===== src/rtl/csa_pkg.sv =====
package csa_pkg;
  // number of groups when sizes start at f and grow by one; the last absorbs the rest
  function automatic int n_groups(input int w, input int f);
    int used;
    int k;
    used = 0;
    k = 0;
    for (int i = 0; i < w; i++) begin
      if (used + f + k <= w) begin
        used = used + f + k;
        k = k + 1;
      end
    end
    if (k == 0) k = 1;
    return k;
  endfunction

  function automatic int grp_lo(input int k, input int f);
    return k * f + (k * (k - 1)) / 2;
  endfunction

  function automatic int grp_hi(input int k, input int w, input int f);
    if (k == n_groups(w, f) - 1) return w - 1;
    return grp_lo(k + 1, f) - 1;
  endfunction
endpackage


===== src/rtl/csa_pg.sv =====
module csa_pg #(
  parameter int W = 4
) (
  input  logic [W-1:0] a_i,
  input  logic [W-1:0] b_i,
  output logic [W-1:0] g_o,
  output logic [W-1:0] p_o
);
  always_comb begin
    g_o = a_i & b_i;
    p_o = a_i ^ b_i;
  end
endmodule


===== src/rtl/csa_ripple_grp.sv =====
module csa_ripple_grp #(
  parameter int W = 4
) (
  input  logic [W-1:0] a_i,
  input  logic [W-1:0] b_i,
  input  logic         cin_i,
  output logic [W-1:0] sum_o,
  output logic         cout_o
);
  logic [W-1:0] g, p;
  logic [W:0]   c;

  csa_pg #(.W(W)) u_pg (.a_i(a_i), .b_i(b_i), .g_o(g), .p_o(p));

  always_comb begin
    c[0] = cin_i;
    for (int i = 0; i < W; i++) c[i+1] = g[i] | (p[i] & c[i]);
    sum_o  = p ^ c[W-1:0];
    cout_o = c[W];
  end

  always_comb begin

    ripple_prop_chk: assert (!((&p) && cin_i) || cout_o)
      else $error("full propagate with carry-in lost the carry");
  end
endmodule


===== src/rtl/csa_select_grp.sv =====
module csa_select_grp #(
  parameter int W             = 4,
  parameter bit USE_INCREMENT = 1'b1
) (
  input  logic [W-1:0] a_i,
  input  logic [W-1:0] b_i,
  input  logic         csel_i,
  output logic [W-1:0] sum_o,
  output logic         cout_o
);
  generate
    if (USE_INCREMENT) begin : g_inc
      logic [W-1:0] g, p, gg, pp, c;
      csa_pg #(.W(W)) u_pg (.a_i(a_i), .b_i(b_i), .g_o(g), .p_o(p));

      always_comb begin
        gg[0] = g[0];
        pp[0] = p[0];
        for (int i = 1; i < W; i++) begin
          gg[i] = g[i] | (p[i] & gg[i-1]);
          pp[i] = p[i] & pp[i-1];
        end
        c[0] = csel_i;
        for (int i = 1; i < W; i++) c[i] = gg[i-1] | (pp[i-1] & csel_i);
        sum_o  = p ^ c;
        cout_o = gg[W-1] | (pp[W-1] & csel_i);
      end

      always_comb begin

        grp_pg_excl_chk: assert (!(pp[W-1] && gg[W-1]))
          else $error("group both propagates and generates");
      end
    end else begin : g_dup
      logic [W-1:0] sum0, sum1;
      logic         cout0, cout1;
      csa_ripple_grp #(.W(W)) u_lo (.a_i(a_i), .b_i(b_i), .cin_i(1'b0),
                                    .sum_o(sum0), .cout_o(cout0));
      csa_ripple_grp #(.W(W)) u_hi (.a_i(a_i), .b_i(b_i), .cin_i(1'b1),
                                    .sum_o(sum1), .cout_o(cout1));
      always_comb begin
        sum_o  = csel_i ? sum1 : sum0;
        cout_o = csel_i ? cout1 : cout0;
      end

      always_comb begin

        carry_mono_chk: assert (!cout0 || cout1)
          else $error("carry with cin=0 but none with cin=1");
      end
    end
  endgenerate
endmodule


===== src/rtl/csa_adder.sv =====
module csa_adder #(
  parameter int WIDTH         = 16,
  parameter int FIRST_SIZE    = 2,
  parameter bit USE_INCREMENT = 1'b1
) (
  input  logic [WIDTH-1:0] a_i,
  input  logic [WIDTH-1:0] b_i,
  input  logic             cin_i,
  output logic [WIDTH-1:0] sum_o,
  output logic             cout_o
);
  localparam int NGRP = csa_pkg::n_groups(WIDTH, FIRST_SIZE);
  localparam int EXTW = WIDTH + 1;

  logic [NGRP:0] gc;

  assign gc[0]  = cin_i;
  assign cout_o = gc[NGRP];

  generate
    for (genvar k = 0; k < NGRP; k++) begin : g_grp
      localparam int LO = csa_pkg::grp_lo(k, FIRST_SIZE);
      localparam int HI = csa_pkg::grp_hi(k, WIDTH, FIRST_SIZE);
      localparam int SZ = HI - LO + 1;
      if (k == 0) begin : g_low
        csa_ripple_grp #(.W(SZ)) u_grp (
          .a_i(a_i[HI:LO]), .b_i(b_i[HI:LO]), .cin_i(gc[k]),
          .sum_o(sum_o[HI:LO]), .cout_o(gc[k+1]));
      end else begin : g_up
        csa_select_grp #(.W(SZ), .USE_INCREMENT(USE_INCREMENT)) u_grp (
          .a_i(a_i[HI:LO]), .b_i(b_i[HI:LO]), .csel_i(gc[k]),
          .sum_o(sum_o[HI:LO]), .cout_o(gc[k+1]));
      end
    end
  endgenerate

  always_comb begin
    // R1 (and R2 when USE_INCREMENT is set)
    sum_ok_chk: assert ({cout_o, sum_o} ==
                        EXTW'(a_i) + EXTW'(b_i) + EXTW'(cin_i))
      else $error("adder result differs from arithmetic sum");
  end
endmodule


===== config.mk =====
export PLATFORM = sky130hd
export DESIGN_NAME = csa_adder
export DESIGN_NICKNAME = d
export VERILOG_FILES = /design/src/rtl/csa_pkg.sv /design/src/rtl/csa_pg.sv /design/src/rtl/csa_ripple_grp.sv /design/src/rtl/csa_select_grp.sv /design/src/rtl/csa_adder.sv
export SDC_FILE = /design/constraint.sdc
export NUM_CORES = 1
export LEC_CHECK = 0
export BUFFER_PORTS_ARGS = -buffer_cell sky130_fd_sc_hd__buf_2
export CAP_MARGIN = 25
export CORE_AREA = 8 8 55 57
export DETAILED_ROUTE_END_ITERATION = 16
export DIE_AREA = 0 0 63 65
export MAX_ROUTING_LAYER = met4
export SETUP_SLACK_MARGIN = 0.02
export SYNTH_ARGS = -nofsm -noshare
export SYNTH_HDL_FRONTEND = slang
export SYNTH_SLANG_ARGS = --single-unit

===== constraint.sdc =====
create_clock -name vclk -period 13.5
set_clock_uncertainty 0.15 [all_clocks]
set_input_delay 4.05 -clock vclk [all_inputs]
set_output_delay 4.05 -clock vclk [all_outputs]
set_load 0.03 [all_outputs]

---- Word level (Yosys, flattened, before mapping) ----
Cells that the tools add are included.
word-level totals
  flip-flop bits (word level) ............. 0
  input port bits ......................... 33
  word-level logic and storage cells ...... 77
cells by class
  bitwise logic cells ..................... 77
operator list
  cell           count
  $and A1 B1 Y1  38
  $or A1 B1 Y1   27
  $xor A7 B7 Y7  2
  $xor A4 B4 Y4  2
  $and A7 B7 Y7  1
  $xor A3 B3 Y3  2
  $and A4 B4 Y4  1
  $xor A2 B2 Y2  2
  $and A3 B3 Y3  1
  $and A2 B2 Y2  1

---- Logic depth before layout (Yosys ltp) ----
  word-level depth ........................ 14
  depth in mapped cells ................... 10
  depth with buffers taken out ............ 10

---- Cells and area by module ----
From an unflattened synthesis, not the netlist that was laid out.
unflattened totals
  cells, all modules ...................... 65
  area total of the unflattened synthesis .. 566.8 µm²
by module, submodules not included
  module                                    cells an instance  times used  seq. area each (µm²)  area each (µm²)
  csa_select_grp at g_grp[3].g_up.u_grp     27                 1           0.0                   188.9
  csa_pg at g_grp[3].g_up.u_grp.g_inc.u_pg  7                  1           0.0                   87.6
  csa_select_grp at g_grp[2].g_up.u_grp     10                 1           0.0                   78.8
  csa_select_grp at g_grp[1].g_up.u_grp     8                  1           0.0                   61.3
  csa_pg at g_grp[2].g_up.u_grp.g_inc.u_pg  4                  1           0.0                   50.0
  csa_pg at g_grp[1].g_up.u_grp.g_inc.u_pg  3                  1           0.0                   37.5
  csa_ripple_grp                            4                  1           0.0                   37.5
  csa_pg at g_grp[0].g_low.u_grp.u_pg       2                  1           0.0                   25.0

---- Worst setup path after synthesis ----
Ideal clock, no wire load.
  path type ............................... in2out
  start point ............................. input port a_i[0]
  end point ............................... output port sum_o[10]
  setup slack ............................. 3.228 ns
  data arrival time ....................... 6.072 ns
  data required time ...................... 9.300 ns
  cell stages on the path ................. 9
  buffers on the path ..................... 0
  path through ............................ inv_1 > fa_1 > inv_1 > fa_1 > a211oi_2 > o211ai_2 > nand2_2 > fa_1 > xnor2_1
on the way
  longest elaborated chain between the ends .. 12
RTL lines
  element             line                  text
  start: declaration  csa_adder.sv:6        input logic [WIDTH-1:0] a_i,
  $xor A2 B2 Y2       csa_pg.sv:11          p_o = a_i ^ b_i;
  $and A1 B1 Y1       csa_ripple_grp.sv:17  for (int i = 0; i < W; i++) c[i+1] = g[i] | (p[i] & c[i]);
  $or A1 B1 Y1 (*)    csa_ripple_grp.sv:17
  $and A1 B1 Y1 (*)   csa_ripple_grp.sv:17
  $or A1 B1 Y1 (*)    csa_ripple_grp.sv:17
  $and A1 B1 Y1 (*)   csa_select_grp.sv:26  cout_o = gg[W-1] | (pp[W-1] & csel_i);
  $or A1 B1 Y1 (*)    csa_select_grp.sv:26
  $and A1 B1 Y1 (*)   csa_select_grp.sv:26
  $or A1 B1 Y1 (*)    csa_select_grp.sv:26
  $and A1 B1 Y1 (*)   csa_select_grp.sv:24  for (int i = 1; i < W; i++) c[i] = gg[i-1] | (pp[i-1] & csel_i);
  $or A1 B1 Y1 (*)    csa_select_grp.sv:24
  $xor A7 B7 Y7 (*)   csa_select_grp.sv:25  sum_o = p ^ c;
  end: declaration    csa_adder.sv:9        output logic [WIDTH-1:0] sum_o,
Every way passes the cells marked *; elsewhere a longest branch is shown, timed or not.

---- Final worst setup path ----
  start point ............................. input port a_i[0]
  end point ............................... output port cout_o
on the way
  longest elaborated chain between the ends .. 11
RTL lines
  element            line                  text
  $xor A2 B2 Y2      csa_pg.sv:11
  $and A1 B1 Y1      csa_ripple_grp.sv:17
  $or A1 B1 Y1 (*)   csa_ripple_grp.sv:17
  $and A1 B1 Y1 (*)  csa_ripple_grp.sv:17
  $or A1 B1 Y1 (*)   csa_ripple_grp.sv:17
  $and A1 B1 Y1 (*)  csa_select_grp.sv:26
  $or A1 B1 Y1 (*)   csa_select_grp.sv:26
  $and A1 B1 Y1 (*)  csa_select_grp.sv:26
  $or A1 B1 Y1 (*)   csa_select_grp.sv:26
  $and A1 B1 Y1 (*)  csa_select_grp.sv:26
  $or A1 B1 Y1 (*)   csa_select_grp.sv:26
  end: declaration   csa_adder.sv:10       output logic cout_o
Marks and branches as above.

==> key figures <==
Finish
  – Sequential cell count: 0
  – Proportion of layout cells with a drive suffix above 1: 48.0%
  – Count of placed standard cells in the final layout, fillers left out: 151
  – Net count, final: ~180
  – Total non-filler cell area in the finished layout: 915 um2
  – Signed area change from the synthesized netlist to the final layout: 45.3%
  – Antenna diodes: 0
  – Number of clock buffers in the layout: 0
  – Sequential standard cell area: 0 um2

Die
  – Placeable core region: approximately 2100 um2
  – Area enclosed by the die boundary: 4100 um2
  – Effective utilization at floorplan: 29.3%
  – Overall die height: about 65 um
  – Row count: 17
  – Width of the die: 63 um
  – Io pins: 50

Global routing
  – Total Routing Usage GR: ~8.9%
  – Via count of the first global-routing pass: between 700 and 800
  – Initial antenna violation count: 0
  – Largest net degree at the start of global routing: 6
  – Congestion Overflow GR: 0
  – Global-route wire length before repair: ~3200 um

Critical path
  – Critical path cell sequence: buf_2 -> inv_1 -> fa_1 -> inv_1 -> fa_1 -> a211oi_2 -> o211ai_2 -> nand2_2 -> o22ai_2 -> a221o_1 -> a21o_1 -> buf_2
  – Worst setup path class: in -> out
  – Start point of the critical path: a_i[0]
  – Critical Path Sink: cout_o
  – Worst-path maximum fanout: 3
  – Data required, critical path: 9300 ps
  – Setup crit end kind: output port
  – Kind of cell adding the most delay to the critical path: compound AO/OA/AOI/OAI gates
  – Critical Path Slowest Stage Cell: sky130_fd_sc_hd__fa_1
  – Slowest Stage Delay on Critical Path: 420 ps
  – Combined buffer and inverter count along the critical path: 4
  – Path length in cells of the critical path: 12
  – Worst endpoint data arrival time: 6090 ps
  – Setup crit start kind: input pin

Route
  – Detailed-route via count: 685
  – DRC viols: 0
  – Average wire per standard cell: 11.5 um
  – 1st-iter DRT viols: 11
  – Average via count per standard cell: approximately 4.5
  – Wire length after detailed routing: 1740 um
  – DRT Pass-1 Iters: 4
  – Post-route antenna net violation count: 0

Min path
  – Kind of path behind the tightest hold check: in -> out

Power and ir drop
  – Net switching fraction of the power: 64.0%
  – Final Total Pwr: around 0.066 mW
  – Maximum vdd ir drop: 39.4 uV
  – Power Internal: 0.0238 mW
  – Proportion of power drawn by the clock network: 0%
  – Share of power burned in combinational logic: 100.0%
  – P per Cell Area: slightly above 70 nW/um2
  – Power share of the sequential group: 0%
  – Static leakage: a little over 0.5 nW
  – Switching component of the power: 0.0423 mW

STA
  – Achievable frequency: around 100 MHz
  – Transition time at the pin with the least slew margin: about 230 ps
  – Rel. slew slack: 84.7%
  – Shortest clock period the worst path allows after layout: 10290 ps
  – Unrepaired setup endpoints after global routing: no
  – Final hold slack: roughly 8400 ps
  – Total negative setup slack: 0 ps
  – Setup violators final: 0
  – Final number of max-transition violations: 0
  – Fin. Hold Viols: 0
  – Period Utilization, post-route: 76.3%

Synth
  – Most used standard cell by instance count after synthesis: sky130_fd_sc_hd__ha_1
  – Top cells by area, synth: sky130_fd_sc_hd__ha_1, sky130_fd_sc_hd__fa_1, sky130_fd_sc_hd__xnor2_1, sky130_fd_sc_hd__inv_1, sky130_fd_sc_hd__xor2_1
  – Synth warn: 0
  – Cell area after technology mapping: between 600 and 700 um2
  – Cells after Synth: 73
  – Largest area contributor in the synthesized netlist: sky130_fd_sc_hd__ha_1
  – Number of nets in the synthesized netlist: 125
  – Area share of the largest cell type after synthesis: between 20 and 30%
  – Cell types with the highest counts after synthesis: sky130_fd_sc_hd__ha_1, sky130_fd_sc_hd__inv_1, sky130_fd_sc_hd__xnor2_1
  – Sequential area share after synthesis: 0%
  – Synthesized area divided by synthesized cell count: 8.62 um2
  – Distinct cell type count after synthesis: 25

Place
  – Area of placed instances: roughly 910 um2
  – Instance count after placement with tap cells included: 151
  – GP Congestion: 0.712
  – IO Port Bufs: 50
  – Detailed Place HPWL: 1640 um

Clock tree
  – CTS Hold Buffers Added: 0
  – Setup fix buffers added after clock tree synthesis: 0
  – Resized Gates After CTS: 0

Run status
  – Outcome: completed

Job
  – Max-cap violation count: 0
cells by family after synthesis:
logic type	Yosys count	synth area share [%]
buffers and inverters	13	7.75
XOR/XNOR	10	13.9
AO/OA/AOI/OAI	20	25.6
adder cells (fa/ha/maj)	19	43.7
AND/OR/NAND/NOR	11	8.95
how the worst min path moves through the flow:
stage           start  depth (start not counted)  slack [ps]        to
2_1_floorplan   cin_i                          3        8260  sum_o[0]
3_3_place_gp   b_i[1]                          3        8380  sum_o[1]
3_5_place_dp   b_i[1]                          3        8390  sum_o[1]
4_1_cts        b_i[1]                          3        8400  sum_o[1]
5_1_grt        a_i[1]                          3        8410  sum_o[1]
6_report       b_i[1]                          3        8380  sum_o[1]
metrics by stage:
stage          setup WS [ps]  util, %
6_report                3210     42.6
5_1_grt                 3000     42.6
4_1_cts                 3180     42.6
3_5_place_dp            3190     42.6
3_3_place_gp            3220     42.6
2_1_floorplan           3230        -
power by group through the flow:
stage,sequential (mW),clock (mW),combinational [mW]
after floorplan,0,0,0.0478
after global placement,0,0,0.0659
after detailed placement,0,0,0.0666
after CTS,0,0,0.0669
after global routing,0,0,0.0725
final,0,0,0.0660
final cells by class:
cell class / count / area, um2
timing repair buffer: 50 / 250
fill: 226 / 1230
multi-input combinational: 60 / 581
inverter: 13 / 48.8
tap: 28 / 35.0
tightest hold or removal path, stage by stage:
cell and delay [ps]:
sky130_fd_sc_hd__buf_2 90, sky130_fd_sc_hd__fa_1 150, sky130_fd_sc_hd__buf_2 190
layer usage:
layer	GRT usage [%]	up-vias	part of all wire [%]	wire length, um
met3	0.344	0	2.9	50
met2	16.1	25	48	841
li1	-	359	-	-
met1	11.2	301	49	847
met4	0	0	0	0
met5	-	-	0	0
cell usage in the layout (no fill, tap or decap):
master,netlist,final
sky130_fd_sc_hd__nor2_1,5,5
sky130_fd_sc_hd__nor3_2,1,1
sky130_fd_sc_hd__a211oi_2,1,1
sky130_fd_sc_hd__inv_1,13,13
sky130_fd_sc_hd__a21o_2,2,2
sky130_fd_sc_hd__a221o_1,1,1
sky130_fd_sc_hd__a21o_1,2,2
sky130_fd_sc_hd__ha_1,14,14
sky130_fd_sc_hd__nand4_1,1,1
sky130_fd_sc_hd__a32oi_2,1,1
sky130_fd_sc_hd__o21ai_1,2,2
sky130_fd_sc_hd__o211ai_2,1,1
sky130_fd_sc_hd__a21oi_1,4,4
sky130_fd_sc_hd__o21ai_0,2,2
sky130_fd_sc_hd__and2_1,1,1
sky130_fd_sc_hd__xor2_1,3,3
sky130_fd_sc_hd__nand2_1,1,1
sky130_fd_sc_hd__nand3_1,1,1
sky130_fd_sc_hd__a31o_1,1,1
sky130_fd_sc_hd__nand2_2,1,1
sky130_fd_sc_hd__a211oi_1,1,1
sky130_fd_sc_hd__o22ai_2,1,1
sky130_fd_sc_hd__a21oi_2,1,1
sky130_fd_sc_hd__fa_1,5,5
sky130_fd_sc_hd__xnor2_1,7,7
sky130_fd_sc_hd__buf_2,0,50
Power figures use the tool's default switching activity.
